$ cat config.mk
export PLATFORM = sky130hd
export DESIGN_NAME = eth_irq_fanout
export DESIGN_NICKNAME = d
export VERILOG_FILES = /design/src/rtl/evfan_pkg.sv /design/src/rtl/evfan_event_reg.sv /design/src/rtl/evfan_mask_reg.sv /design/src/rtl/evfan_line_drv.sv /design/src/rtl/eth_irq_fanout.sv
export SDC_FILE = /design/constraint.sdc
export NUM_CORES = 1
export LEC_CHECK = 0
export BUFFER_PORTS_ARGS = -buffer_cell sky130_fd_sc_hd__buf_2
export CAP_MARGIN = 20
export CORE_MARGIN = 2
export CORE_UTILIZATION = 53
export DETAILED_ROUTE_END_ITERATION = 16
export PLACE_DENSITY = 0.88
export RECOVER_POWER = 100
export SETUP_SLACK_MARGIN = 0.15
export SLEW_MARGIN = 20
export SYNTH_ARGS = -nofsm -noshare
export SYNTH_HDL_FRONTEND = slang
export SYNTH_SLANG_ARGS = --single-unit
$ cat constraint.sdc
create_clock -name clk -period 3.8 [get_ports clk]
set_input_delay 0.38 -clock clk [delete_from_list [all_inputs] [get_ports clk]]
set_output_delay 0.38 -clock clk [all_outputs]
set_load 0.05 [all_outputs]
$ cat src/rtl/evfan_pkg.sv
package evfan_pkg;
  localparam int NUM_EV = 13;

  // event index (bit position minus the lowest implemented bit) feeding line i
  function automatic int line_src(input int i);
    case (i)
      0:  line_src = 8;   // transmit-frame
      1:  line_src = 7;   // transmit-buffer
      2:  line_src = 0;   // underrun
      3:  line_src = 1;   // retry-limit
      4:  line_src = 6;   // receive-frame
      5:  line_src = 5;   // receive-buffer
      6:  line_src = 4;   // management-done
      7:  line_src = 2;   // late-collision
      8:  line_src = 12;  // heartbeat
      9:  line_src = 9;   // graceful-stop
      10: line_src = 3;   // bus-error
      11: line_src = 10;  // babbling-transmit
      default: line_src = 11; // babbling-receive
    endcase
  endfunction
endpackage

$ cat src/rtl/evfan_event_reg.sv
module evfan_event_reg #(
  parameter int NUM_EV = 13
) (
  input  logic              clk,
  input  logic              rst,
  input  logic              clr_en,
  input  logic [NUM_EV-1:0] clr_val,
  input  logic [NUM_EV-1:0] set_pulse,
  output logic [NUM_EV-1:0] ev_q,
  output logic [NUM_EV-1:0] ev_next
);
  for (genvar b = 0; b < NUM_EV; b++) begin : g_bit
    // a hardware set overrides a clearing write on the same bit
    assign ev_next[b] = set_pulse[b] | (ev_q[b] & ~(clr_en & clr_val[b]));
    always_ff @(posedge clk) begin
      if (rst) ev_q[b] <= 1'b0;
      else     ev_q[b] <= ev_next[b];
    end
  end
endmodule

$ cat src/rtl/evfan_mask_reg.sv
module evfan_mask_reg #(
  parameter int DATA_W = 32,
  parameter int NUM_EV = 13,
  localparam int LO    = DATA_W - NUM_EV
) (
  input  logic              clk,
  input  logic              rst,
  input  logic              wr_en,
  input  logic [DATA_W-1:0] wdata,
  output logic [DATA_W-1:0] mask_q,
  output logic [NUM_EV-1:0] mask_hi_next
);
  always_ff @(posedge clk) begin
    if (rst)        mask_q <= '0;
    else if (wr_en) mask_q <= wdata;
  end
  assign mask_hi_next = wr_en ? wdata[LO +: NUM_EV] : mask_q[LO +: NUM_EV];
endmodule

$ cat src/rtl/evfan_line_drv.sv
module evfan_line_drv
  import evfan_pkg::*;
#(
  parameter int NUM_LINES = 13
) (
  input  logic                 clk,
  input  logic                 rst,
  input  logic [NUM_EV-1:0]    masked_next,
  output logic [NUM_LINES-1:0] lines
);
  for (genvar i = 0; i < NUM_LINES; i++) begin : g_line
    localparam int SRC = line_src(i);
    logic changed;
    assign changed = masked_next[SRC] ^ lines[i];
    // each line flop loads only when its own masked value moved
    always_ff @(posedge clk) begin
      if (rst)          lines[i] <= 1'b0;
      else if (changed) lines[i] <= masked_next[SRC];
    end
  end
endmodule

$ cat src/rtl/eth_irq_fanout.sv
module eth_irq_fanout
  import evfan_pkg::*;
#(
  parameter int DATA_W            = 32,
  parameter int ADDR_W            = 10,
  parameter logic [ADDR_W-1:0] EV_ADDR   = 10'h004,
  parameter logic [ADDR_W-1:0] MASK_ADDR = 10'h008,
  localparam int EV_LO            = DATA_W - NUM_EV
) (
  input  logic              clk,
  input  logic              rst,
  input  logic              bus_wr,
  input  logic              bus_rd,
  input  logic [ADDR_W-1:0] bus_addr,
  input  logic [DATA_W-1:0] bus_wdata,
  output logic [DATA_W-1:0] bus_rdata,
  input  logic [NUM_EV-1:0] evt_pulse,
  output logic [NUM_EV-1:0] irq_lines
);
  logic              ev_hit, mask_hit;
  logic [NUM_EV-1:0] ev_q, ev_next, mask_hi_next;
  logic [DATA_W-1:0] ev_word, mask_word, rd_mux;

  assign ev_hit   = bus_addr == EV_ADDR;
  assign mask_hit = bus_addr == MASK_ADDR;

  evfan_event_reg #(.NUM_EV(NUM_EV)) u_ev (
    .clk(clk), .rst(rst),
    .clr_en(bus_wr & ev_hit),
    .clr_val(bus_wdata[EV_LO +: NUM_EV]),
    .set_pulse(evt_pulse),
    .ev_q(ev_q), .ev_next(ev_next)
  );

  evfan_mask_reg #(.DATA_W(DATA_W), .NUM_EV(NUM_EV)) u_mask (
    .clk(clk), .rst(rst),
    .wr_en(bus_wr & mask_hit),
    .wdata(bus_wdata),
    .mask_q(mask_word), .mask_hi_next(mask_hi_next)
  );

  evfan_line_drv #(.NUM_LINES(NUM_EV)) u_lines (
    .clk(clk), .rst(rst),
    .masked_next(ev_next & mask_hi_next),
    .lines(irq_lines)
  );

  assign ev_word = {ev_q, {EV_LO{1'b0}}};

  always_comb begin
    if (ev_hit)        rd_mux = ev_word;
    else if (mask_hit) rd_mux = mask_word;
    else               rd_mux = '0;
  end

  always_ff @(posedge clk) begin
    if (rst)         bus_rdata <= '0;
    else if (bus_rd) bus_rdata <= rd_mux;
  end
endmodule

== Yosys cells after proc, flatten, opt, wreduce, memory -nomap -nowiden ==
Index checks and enable logic that the tools add are counted.

* Logic and storage cells: 101
* Register bits after elaboration: 90
* Output and inout bits: 45
* Input port bits: 59

* Multiplexer cells: 3
* Eq/ne operators: 2
* Bitwise gates (word level): 68

{| class="wikitable"
|+ Operator list
! cell !! number
|-
| $mux 32 || 2
|-
| $and 1x1->1 || 28
|-
| $and 13x13->13 || 1
|-
| $mux 13 || 1
|-
| $not 1->1 || 13
|-
| $or 1x1->1 || 13
|-
| $xor 1x1->1 || 13
|-
| $eq 10x3->1 const B || 1
|-
| $eq 10x4->1 const B || 1
|}

== Longest topological paths before layout ==
Gate-level depths: netlist of run 1.

* Word-level depth: 8
* Depth in mapped cells: 6

== Modules after synthesis ==
From an unflattened synthesis of run 1, not the netlist that was laid out.

* Cells, all modules: 401
* Area, all modules: 4063.9 sq um

{| class="wikitable"
|+ Modules (own cells, without submodules)
! module !! cells an instance !! area each (sq um) !! instances !! seq. area each (sq um)
|-
| eth_irq_fanout || 189 || 1701.6 || 1 || 640.6
|-
| evfan_mask_reg || 103 || 1223.7 || 1 || 640.6
|-
| evfan_event_reg || 82 || 743.2 || 1 || 260.2
|-
| evfan_line_drv || 27 || 395.4 || 1 || 260.2
|}

== Worst setup path after synthesis of run 1 ==
OpenSTA, ideal clock, no wires.

* Path type: input to register
* Start: input port bus_addr[9]
* End: register u_lines.lines[2]
* Setup time: 0.126 ns
* Path buffers: 2
* Arrival time: 1.445 ns
* Required time: 3.674 ns
* Stages on the path: 6
* Setup slack: 2.229 ns
* Path through: nor4_4 > and4_1 > buf_4 > buf_12 > mux2i_1 > a211oi_2

* Longest elaborated chain between the ends: 8

{| class="wikitable"
|+ RTL lines
! what !! RTL line !! RTL
|-
| from (decl) || eth_irq_fanout.sv:14 || <nowiki>input logic [ADDR_W-1:0] bus_addr,</nowiki>
|-
| $eq 10x3->1 || eth_irq_fanout.sv:24 || <nowiki>assign ev_hit = bus_addr == EV_ADDR;</nowiki>
|-
| $and 1x1->1 || eth_irq_fanout.sv:29 || <nowiki>.clr_en(bus_wr & ev_hit),</nowiki>
|-
| $and 1x1->1 || evfan_event_reg.sv:14 || <nowiki>assign ev_next[b] = set_pulse[b] | (ev_q[b] & ~(clr_en & clr_val[b]));</nowiki>
|-
| $not 1->1 || evfan_event_reg.sv:14 ||
|-
| $and 1x1->1 || evfan_event_reg.sv:14 ||
|-
| $or 1x1->1 || evfan_event_reg.sv:14 ||
|-
| $and 13x13->13 (*) || eth_irq_fanout.sv:44 || <nowiki>.masked_next(ev_next & mask_hi_next),</nowiki>
|-
| $xor 1x1->1 || evfan_line_drv.sv:14 || <nowiki>assign changed = masked_next[SRC] ^ lines[i];</nowiki>
|-
| to (signal, indexed assignment) || evfan_line_drv.sv:18 || <nowiki>else if (changed) lines[i] <= masked_next[SRC];</nowiki>
|-
| to (decl) || evfan_line_drv.sv:9 || <nowiki>output logic [NUM_LINES-1:0] lines</nowiki>
|}

Mark *: on every way between the ends. The rest lies on a longest branch, timed or not.
A chain may end at the register's enable or synchronous reset.

== Worst setup path in the final report of run 1 ==
* Start: input port bus_addr[9]
* End: register bus_rdata[24]

* Longest elaborated chain between the ends: 3

{| class="wikitable"
|+ RTL lines
! what !! RTL line !! RTL
|-
| $eq 10x4->1 || eth_irq_fanout.sv:25 || <nowiki>assign mask_hit = bus_addr == MASK_ADDR;</nowiki>
|-
| $mux 32 || eth_irq_fanout.sv:52 || <nowiki>else if (mask_hit) rd_mux = mask_word;</nowiki>
|-
| $mux 32 (*) || eth_irq_fanout.sv:51 || <nowiki>if (ev_hit) rd_mux = ev_word;</nowiki>
|-
| to (signal assigned) || eth_irq_fanout.sv:58 || <nowiki>else if (bus_rd) bus_rdata <= rd_mux;</nowiki>
|-
| to (decl) || eth_irq_fanout.sv:16 || <nowiki>output logic [DATA_W-1:0] bus_rdata,</nowiki>
|}

Marked as above.

==> reports/summary.txt, run 1 <==
Status: completed
Wire length on met2: 3440 um
Core Area: 5850 um^2
Mapped Area: 3170 um^2
Hold Path Class: in -> reg
Sequential element share of the synthesized area: 56.8%
Final setup TNS: 0 ns
Post-Synthesis Mean Instance Area: 9.31 um^2
CP max FO: 17
GP Congestion: 0.748
Diode count: 0
Clock-pin slew on the worst setup and hold paths: 0.08 ns
IO buf count: 103
CTS Hold Buffers Added: 0
Final hold violations: 0
Largest cells by area after synthesis: dfxtp_1, nand2_1, a21oi_1
# rows: 28
Final Net Count: 495
Filler cells: 510
Final WL: 7330 um
Yosys cell types: 19
WL/cell: 14.2 um
Die Area: 6620 um^2
Layout cells sized above 1: 18.1%
Worst path bufs/invs: 2
HPWL after detailed placement: 5060 um
Yosys top cell area share: 56.8%
GRT Overall Usage: 22.8%
Antenna viol nets, final: 0
Synth Instances: 341
Initial antenna violation count: 0
Die Y: 81.4 um
Final Max Tran Viols: 0
P_leak: 1.43 nW
Ys flop type: dfxtp_1
Drt first pass iters: 5
Clock Sinks: 90
Syn Nets: 400
Slowest CP cell: and4_1
Dpl cells: 500
Worst Tran Pin Value: 1.03 ns
Unrepaired setup endpoints after global routing: no
FF+latch count, synth: 90
Minimum clock period: 2.55 ns
Worst endpoint required time: 4.09 ns
Slew headroom: 31.0%
Final hold slack: 0.231 ns
Critical path depth: 6
Top cell type by total area after synthesis: dfxtp_1
Crit path max-delay family: simple AND/OR/NAND/NOR gates
Startpoint types: input pin
DRC: 0
Post-CTS Resized: 0
Area Growth Syn to Fin: 21.9%
Arrival @ worst endpoint: 2.83 ns
Final Cycle Share: 67.0%
CP endpoint kind: register
Num ports: 104
Hold Crit Depth: 2
Warnings from Yosys: 0
Vias: 2759
Max VDD drop: 0.000353 V
FF-to-FF path depth: 2
Initial DRC count: 234
Most common cell in the netlist: dfxtp_1
Top Metal Used: met4
WS Path Type: in -> reg
Largest net degree at the start of global routing: 46
Root buf cell: clkbuf_8
Clk Latency, worst-skew pair: 0.36 ns
Post-DP Area: 3700 um^2
EDFF count, synth: 0
Vias in the first global route: 2526
Pwr Density: 471 nW/um^2
Via density: 5.35
Max_cap viols: 0
CP max stage delay: 0.73 ns
Met3 routed wirelength: 656 um
Inserted Clock Buffers: 9
Starting Density: 54.3%
Clock Skews: 0.00912 ns
Wire length of the first global-routing pass: 11300 um
GRT overflow: 0
Final Instance Area: 3870 um^2
CTS tree: yes
Maximum root-to-sink buffer count: 2
Endpoints failing setup: 0
Die width: 81.4 um
Max Fclk: 393 MHz
Post-CTS setup buffers: 0
CTS H-tree depth: 3
Asr flop ratio synth: 0%
Critical-path cell list: buf_2 > nor4_1 > and4_1 > clkbuf_1 > a222oi_1 > nor2_1
Non-Filler Instances: 516
Top cells by count, synth: dfxtp_1, nand2_1, a21oi_1, nor2_1, clkbuf_1
M1 wire length: 3170 um
## power by group
part | switching, mW | internal (mW) | total, mW
combinational | 0.0426 | 0.0333 | 0.0759
sequential | 0.00536 | 0.952 | 0.957
clock | 0.320 | 0.470 | 0.790
## placed cells by master (no fill, tap or decap), types with 3 or more instances in the layout
master	netlist	final
dfxtp_1	90	90
nand2_1	76	76
buf_2	6	58
clkbuf_1	14	47
a21oi_1	41	41
nor2_1	39	39
o21bai_1	13	13
mux2i_1	13	13
a222oi_1	13	13
clkbuf_8	0	11
nor3b_1	10	10
nor3_1	10	10
and4_1	3	3
a211oi_2	3	3
bufinv_16	0	3
## layout make-up
cell class | instances | area (um^2) | share of cell area (%)
flip-flops and latches | 90 | 1800 | 46.6
multi-input cells | 227 | 1240 | 32.0
repair buffers | 107 | 482 | 12.5
clock buffers | 11 | 151 | 3.91
clock inverters | 5 | 100 | 2.59
well taps | 75 | 93.8 | 2.43
inverters | 1 | 3.75 | 0.0970
## final timing paths
kind | start | end | slack [ns]
worst min register to register | u_mask.mask_q[18]$_SDFFE_PP0P_ | u_mask.mask_q[18]$_SDFFE_PP0P_ | 0.45
worst max-delay path | bus_addr[9] | bus_rdata[24]$_SDFFE_PP0P_ | 1.25
worst max register to register | bus_rdata[24]$_SDFFE_PP0P_ | bus_rdata[24]$_SDFFE_PP0P_ | 2.90
worst min-delay path | bus_wdata[29] | u_lines.lines[11]$_SDFFE_PP0P_ | 0.23
## per-layer routing
metal	global-route usage, %	vias to the layer above
met3	9.33	6
met4	8.14	0
met5	0	-
met1	26.6	1296
li1	-	1366
met2	37.7	91
## cells by family (layout without fill, tap and decap cells)
kind of cell | count (synthesis) | count (layout) | synth area share (%)
AOI/OAI and AO/OA | 70 | 70 | 14.8
and+or+nand+nor | 144 | 144 | 20.5
buffers and inverters | 24 | 124 | 3.82
DFF | 90 | 90 | 56.8
muxes | 13 | 13 | 4.10
## per-stage QoR
| stage | utilization, % | setup WS (ns) | total power, mW |
|---|---|---|---|
| 2_1_floorplan | - | 2.23 | 1.01 |
| 3_3_place_gp | 63.2 | 1.46 | 1.05 |
| 3_5_place_dp | 63.2 | 1.42 | 1.06 |
| 4_1_cts | 67.5 | 1.79 | 1.84 |
| 5_1_grt | 66.1 | 1.02 | 1.89 |
| 6_report | 66.1 | 1.25 | 1.82 |
## worst register-to-register path: cells and delay by family, from the launching register on
family / cells / cell delay [ns]
AOI/OAI and AO/OA: 1 / 0.35
DFF: 1 / 0.33
and+or+nand+nor: 1 / 0.09
## flip-flops by register name, indices dropped and copies added, names as in the netlist
signal,count
bus_rdata,32
u_lines.lines,13
u_mask.mask_q,32
u_ev.ev_q,13
Power figures use the tool's default switching activity.
==> run 2, diff against run 1 <==
Settings changed: CORE_UTILIZATION 53 to 50, PLACE_DENSITY 0.88 to 0.84.
Clock period 3.8 ns to 2.5 ns, I/O delays scaled along.
==> run 2 against run 1 <==
Wire length increased by 1.2%. Critical path depth unchanged. Non-clock buffer count increased by 5. Clock power increased by 24%. Sequential power increased by 53%. Critical endpoint is now u_lines.lines[10]$_SDFFE_PP0P_.
==> reports/summary.txt, run 2 (synthesis results as in run 1) <==
Status: completed
Antenna viol nets, final: 0
Final Max Tran Viols: 0
WS Path Type: in -> reg
Wire length of the first global-routing pass: 12000 um
Worst Tran Pin Value: 0.779 ns
Maximum root-to-sink buffer count: 2
Final core utilization: 61.9%
Final WL: 7420 um
Filler cells: 584
Initial DRC count: 127
Worst path bufs/invs: 2
Slew headroom: 47.6%
Slowest CP cell: nor4_1
Final Instance Area: 3860 um^2
CTS H-tree depth: 3
Biggest regs: bus_rdata: 32 flops, u_mask.mask_q: 32 flops
Inserted Clock Buffers: 9
Vias: 2759
Final setup TNS: 0 ns
Pwr Density: 661 nW/um^2
Area Growth Syn to Fin: 21.6%
Die Y: 83.7 um
Commonest non-fill, non-tap cell in the layout: dfxtp_1
CP endpoint kind: register
Die width: 83.7 um
Drt first pass iters: 5
Diode count: 0
Clock Sinks: 90
Layout cells sized above 1: 18.2%
# rows: 29
Initial antenna violation count: 0
GRT overflow: 0
Root buf cell: clkbuf_8
Final hold violations: 0
Critical-path cell list: buf_2 > nor4_1 > nand4_1 > clkbuf_1 > nor3b_1 > nor3_1
Vias in the first global route: 2655
Unrepaired setup endpoints after global routing: no
IO buf count: 103
Max VDD drop: 0.000477 V
GRT Overall Usage: 21.3%
Starting Density: 50.9%
Final hold slack: 0.108 ns
Most frequent cells in the layout: dfxtp_1, nand2_1, buf_2
Crit path max-delay family: simple AND/OR/NAND/NOR gates
Post-DP Area: 3750 um^2
Post-CTS setup buffers: 0
Core Area: 6240 um^2
Die Area: 7000 um^2
CTS tree: yes
Worst endpoint required time: 2.73 ns
Max_cap viols: 0
CP max FO: 13
DRC: 0
Final Cycle Share: 72.3%
Startpoint types: input pin
Max Fclk: 554 MHz
Via density: 5.28
Final Net Count: 500
GP Congestion: 0.787
Arrival @ worst endpoint: 2.04 ns
CP max stage delay: 0.69 ns
P_leak: 1.44 nW
Minimum clock period: 1.81 ns
Clk Latency, worst-skew pair: 0.34 ns
WL/cell: 14.2 um
Clock-pin slew on the worst setup and hold paths: 0.08 ns
Hold Path Class: in -> reg
CTS Hold Buffers Added: 0
Largest net degree at the start of global routing: 37
Num ports: 104
Post-CTS Resized: 0
Clock Skews: 0.00504 ns
Endpoints failing setup: 0
HPWL after detailed placement: 5230 um
run 2: power breakdown:
part           leakage, nW  switching, mW  total (mW)  internal (mW)
Sequential           0.729        0.00788        1.46           1.45
Clock                0.101          0.459       0.976          0.517
Combinational        0.607         0.0643       0.119         0.0545
run 2: area by class of cell:
| type | instances | area, um^2 | share of cell area (%) |
|---|---|---|---|
| Clock inverter | 2 | 35.0 | 0.907 |
| Tap cell | 77 | 96.3 | 2.50 |
| Clock buffer | 14 | 163 | 4.21 |
| Sequential cell | 90 | 1800 | 46.7 |
| Multi-Input combinational cell | 227 | 1230 | 31.8 |
| Inverter | 1 | 3.75 | 0.0972 |
| Timing Repair Buffer | 112 | 536 | 13.9 |
run 2: worst paths after layout:
kind	end	cells after the start	from	slack, ns
max	u_lines.lines[10]$_SDFFE_PP0P_	6	bus_addr[1]	0.69
min	u_ev.ev_q[0]$_SDFF_PP0_	2	bus_wdata[19]	0.11
max reg2reg	bus_rdata[19]$_SDFFE_PP0P_	2	bus_rdata[19]$_SDFFE_PP0P_	1.64
min reg2reg	u_mask.mask_q[3]$_SDFFE_PP0P_	2	u_mask.mask_q[3]$_SDFFE_PP0P_	0.45
run 2: worst reg2reg max path, stage by stage, from the launching register on:
cell and delay [ns]:
dfxtp_1 0.33, a222oi_1 0.34, nor2_1 0.07
run 2: metrics by stage:
| step | setup WS [ns] | power (mW) | cells |
|---|---|---|---|
| floorplan | 1.06 | 1.54 | 341 |
| global placement | 0.778 | 1.61 | 507 |
| detailed placement | 0.717 | 1.61 | 507 |
| CTS | 1.08 | 2.58 | 523 |
| global route | 0.533 | 2.65 | 523 |
| finish | 0.694 | 2.55 | 523 |
run 2: per-layer routing:
metal	global-route usage [%]	wire length [um]	vias to the layer above
li1	-	-	1375
met1	26.1	3260	1277
met2	35.8	3540	95
met3	5.34	514	12
met4	8.80	104	0
met5	0	0	-
==> run 3, diff against run 2 <==
Settings changed: ABC_AREA from default to 1, CORE_UTILIZATION 50 to 46, PLACE_DENSITY 0.84 to 0.8.
Clock period 2.5 ns to 1.65 ns, I/O delays scaled along.
==> run 3 against run 2 <==
Final area is 11% higher. Final cell count up 28%. Clock skew rose by 0.0050 ns. Hold slack lost 0.070 ns. Critical path depth is 5 lower.
==> reports/summary.txt, run 3 <==
Status: completed
Post-CTS Resized: 0
Mapped Area: 3530 um^2
FF-to-FF path depth: 4
EDFF count, synth: 0
GP Congestion: 0.801
Top Metal Used: met4
DRC: 0
HPWL after detailed placement: 5660 um
Drt first pass iters: 4
Final hold violations: 0
Clock Sinks: 90
Mux cell area share after synthesis: 0%
Ys flop type: dfxtp_1
Clk Latency, worst-skew pair: 0.34 ns
Crit path max-delay family: buffers and inverters
M1 wire length: 3820 um
Initial DRC count: 175
Synth Area in Simple Gates: 27.1%
Critical-path cell list: clkbuf_1
Largest family of logic cells by synthesized area: simple AND/OR/NAND/NOR gates
Critical path depth: 1
Pwr Density: 978 nW/um^2
CTS tree: yes
Critical path endpoint: bus_rdata[31]
Worst reg2reg endpoint: u_lines.lines[4]$_SDFFE_PP0P_
WS Path Type: reg -> out
Slowest CP cell: clkbuf_1
CTS H-tree depth: 3
Final Cycle Share: 82.6%
Syn Nets: 531
Wire length on met2: 3850 um
Final WL: 8370 um
Comb pwr share: 8.2%
Final core utilization: 58.4%
Clk pwr share: 38.6%
Antenna viol nets, final: 0
P_leak: 1.94 nW
Inserted Clock Buffers: 9
Synth Instances: 472
CP max FO: 2
CP max stage delay: 0.52 ns
# rows: 31
Worst flop-to-flop path startpoint: u_mask.mask_q[25]$_SDFFE_PP0P_
Warnings from Yosys: 0
Biggest regs: bus_rdata: 32 flops, u_mask.mask_q: 32 flops
CP endpoint kind: output pin
Vias in the first global route: 3091
Unrepaired setup endpoints after global routing: no
Worst Tran Pin Value: 0.861 ns
Most common cell in the netlist: dfxtp_1
IO buf count: 103
Sequential element share of the synthesized area: 51.0%
GRT overflow: 0
Max_cap viols: 0
FF+latch count, synth: 90
Area Growth Syn to Fin: 21.1%
Largest cells by area after synthesis: dfxtp_1, inv_1, nand3_1
Most frequent cells in the layout: dfxtp_1, inv_1, nand2_1
Met3 routed wirelength: 607 um
Via density: 4.94
Yosys cell types: 18
WL/cell: 12.5 um
CP startpoint: bus_rdata[31]$_SDFFE_PP0P_
Yosys top cell area share: 51.0%
Final setup TNS: 0 ns
Startpoint types: register
Layout cells sized above 1: 15.9%
Largest net degree at the start of global routing: 52
Max Fclk: 733 MHz
Endpoints failing setup: 0
Top cell type by total area after synthesis: dfxtp_1
Vias: 3317
Post-Synthesis Mean Instance Area: 7.49 um^2
Max VDD drop: 0.000489 V
Top cells by count, synth: dfxtp_1, inv_1, nand2_1, nor2_1, nand3_1
Asr flop ratio synth: 0%
Hold Path Class: in -> reg
Clock Skews: 0.0101 ns
Wire length of the first global-routing pass: 14000 um
Diode count: 0
Psw: 0.974 mW
Die Area: 8400 um^2
Post-Synth XOR/XNOR Area: 0%
Root buf cell: clkbuf_8
Arrival @ worst endpoint: 1.20 ns
Hold Crit Depth: 3
Die width: 91.7 um
Post-CTS setup buffers: 0
Sequential Power Share: 53.3%
Core Area: 7330 um^2
Die Y: 91.7 um
Sw Ratio: 23.3%
Synth Area in Compound Gates: 9.91%
R2R Setup Slk: 0.92 ns
Slew headroom: 42.6%
Starting Density: 48.2%
Minimum clock period: 1.36 ns
Worst path bufs/invs: 1
Pint: 3.21 mW
CTS Hold Buffers Added: 0
Initial antenna violation count: 0
Maximum root-to-sink buffer count: 2
GRT Overall Usage: 20.5%
Num ports: 104
Clock-pin slew on the worst setup and hold paths: 0.09 ns
Worst endpoint required time: 1.48 ns
Final Net Count: 628
Commonest non-fill, non-tap cell in the layout: dfxtp_1
Synth Area in Adders: 0%
Final Max Tran Viols: 0
run 3: cell count changes after synthesis, moves of 17 or more:
cell and delta:
inv_1 +73, nand3_1 +52, nand4_1 +24, o21ai_1 +19
nor2_1 +17
run 3: kinds of logic (layout without fill, tap and decap cells):
| logic type | count (synthesis) | in the layout |
|---|---|---|
| AOI/OAI and AO/OA | 70 | 70 |
| buffers and inverters | 106 | 207 |
| DFF | 90 | 90 |
| and+or+nand+nor | 206 | 206 |
run 3: layout make-up:
cell class / count / area (um^2)
Timing Repair Buffer: 117 / 556
Tap cell: 99 / 124
Multi-Input combinational cell: 276 / 1300
Fill cell: 706 / 3050
Clock buffer: 11 / 141
Sequential cell: 90 / 1800
Inverter: 75 / 282
Clock inverter: 4 / 76.3
run 3: how the worst min path moves through the flow:
stage                             from                             to
after floorplan           evt_pulse[0]        u_ev.ev_q[0]$_SDFF_PP0_
after global placement    evt_pulse[7]        u_ev.ev_q[7]$_SDFF_PP0_
after detailed placement  evt_pulse[2]        u_ev.ev_q[2]$_SDFF_PP0_
after CTS                 evt_pulse[9]  u_lines.lines[9]$_SDFFE_PP0P_
after global routing      evt_pulse[0]        u_ev.ev_q[0]$_SDFF_PP0_
final                     evt_pulse[9]  u_lines.lines[9]$_SDFFE_PP0P_
run 3: power groups by stage:
| stage | clock (mW) | sequential (mW) | combinational (mW) |
|---|---|---|---|
| after floorplan | 0 | 2.33 | 0.154 |
| after global placement | 0 | 2.28 | 0.338 |
| after detailed placement | 0 | 2.28 | 0.345 |
| after CTS | 1.65 | 2.23 | 0.347 |
| after global routing | 1.75 | 2.24 | 0.374 |
| final | 1.61 | 2.23 | 0.342 |
run 3: metal layers:
| layer | GRT usage, % | vias to the layer above |
|---|---|---|
| met2 | 32.3 | 119 |
| met3 | 5.01 | 10 |
| met1 | 26.9 | 1497 |
| met5 | 0 | - |
| li1 | - | 1691 |
| met4 | 8.21 | 0 |
run 3: stage by stage:
| stage | worst slack (ns) | hold WS [ns] | cell area (um^2) | power, mW | std cells |
|---|---|---|---|---|---|
| 2_1_floorplan | 0.462 | 0.293 | 3530 | 2.48 | 472 |
| 3_3_place_gp | 0.236 | 0.382 | 4150 | 2.62 | 657 |
| 3_5_place_dp | 0.159 | 0.391 | 4150 | 2.62 | 657 |
| 4_1_cts | 0.497 | 0.0291 | 4370 | 4.23 | 672 |
| 5_1_grt | 0.187 | 0.0483 | 4280 | 4.36 | 672 |
| 6_report | 0.286 | 0.0372 | 4280 | 4.19 | 672 |
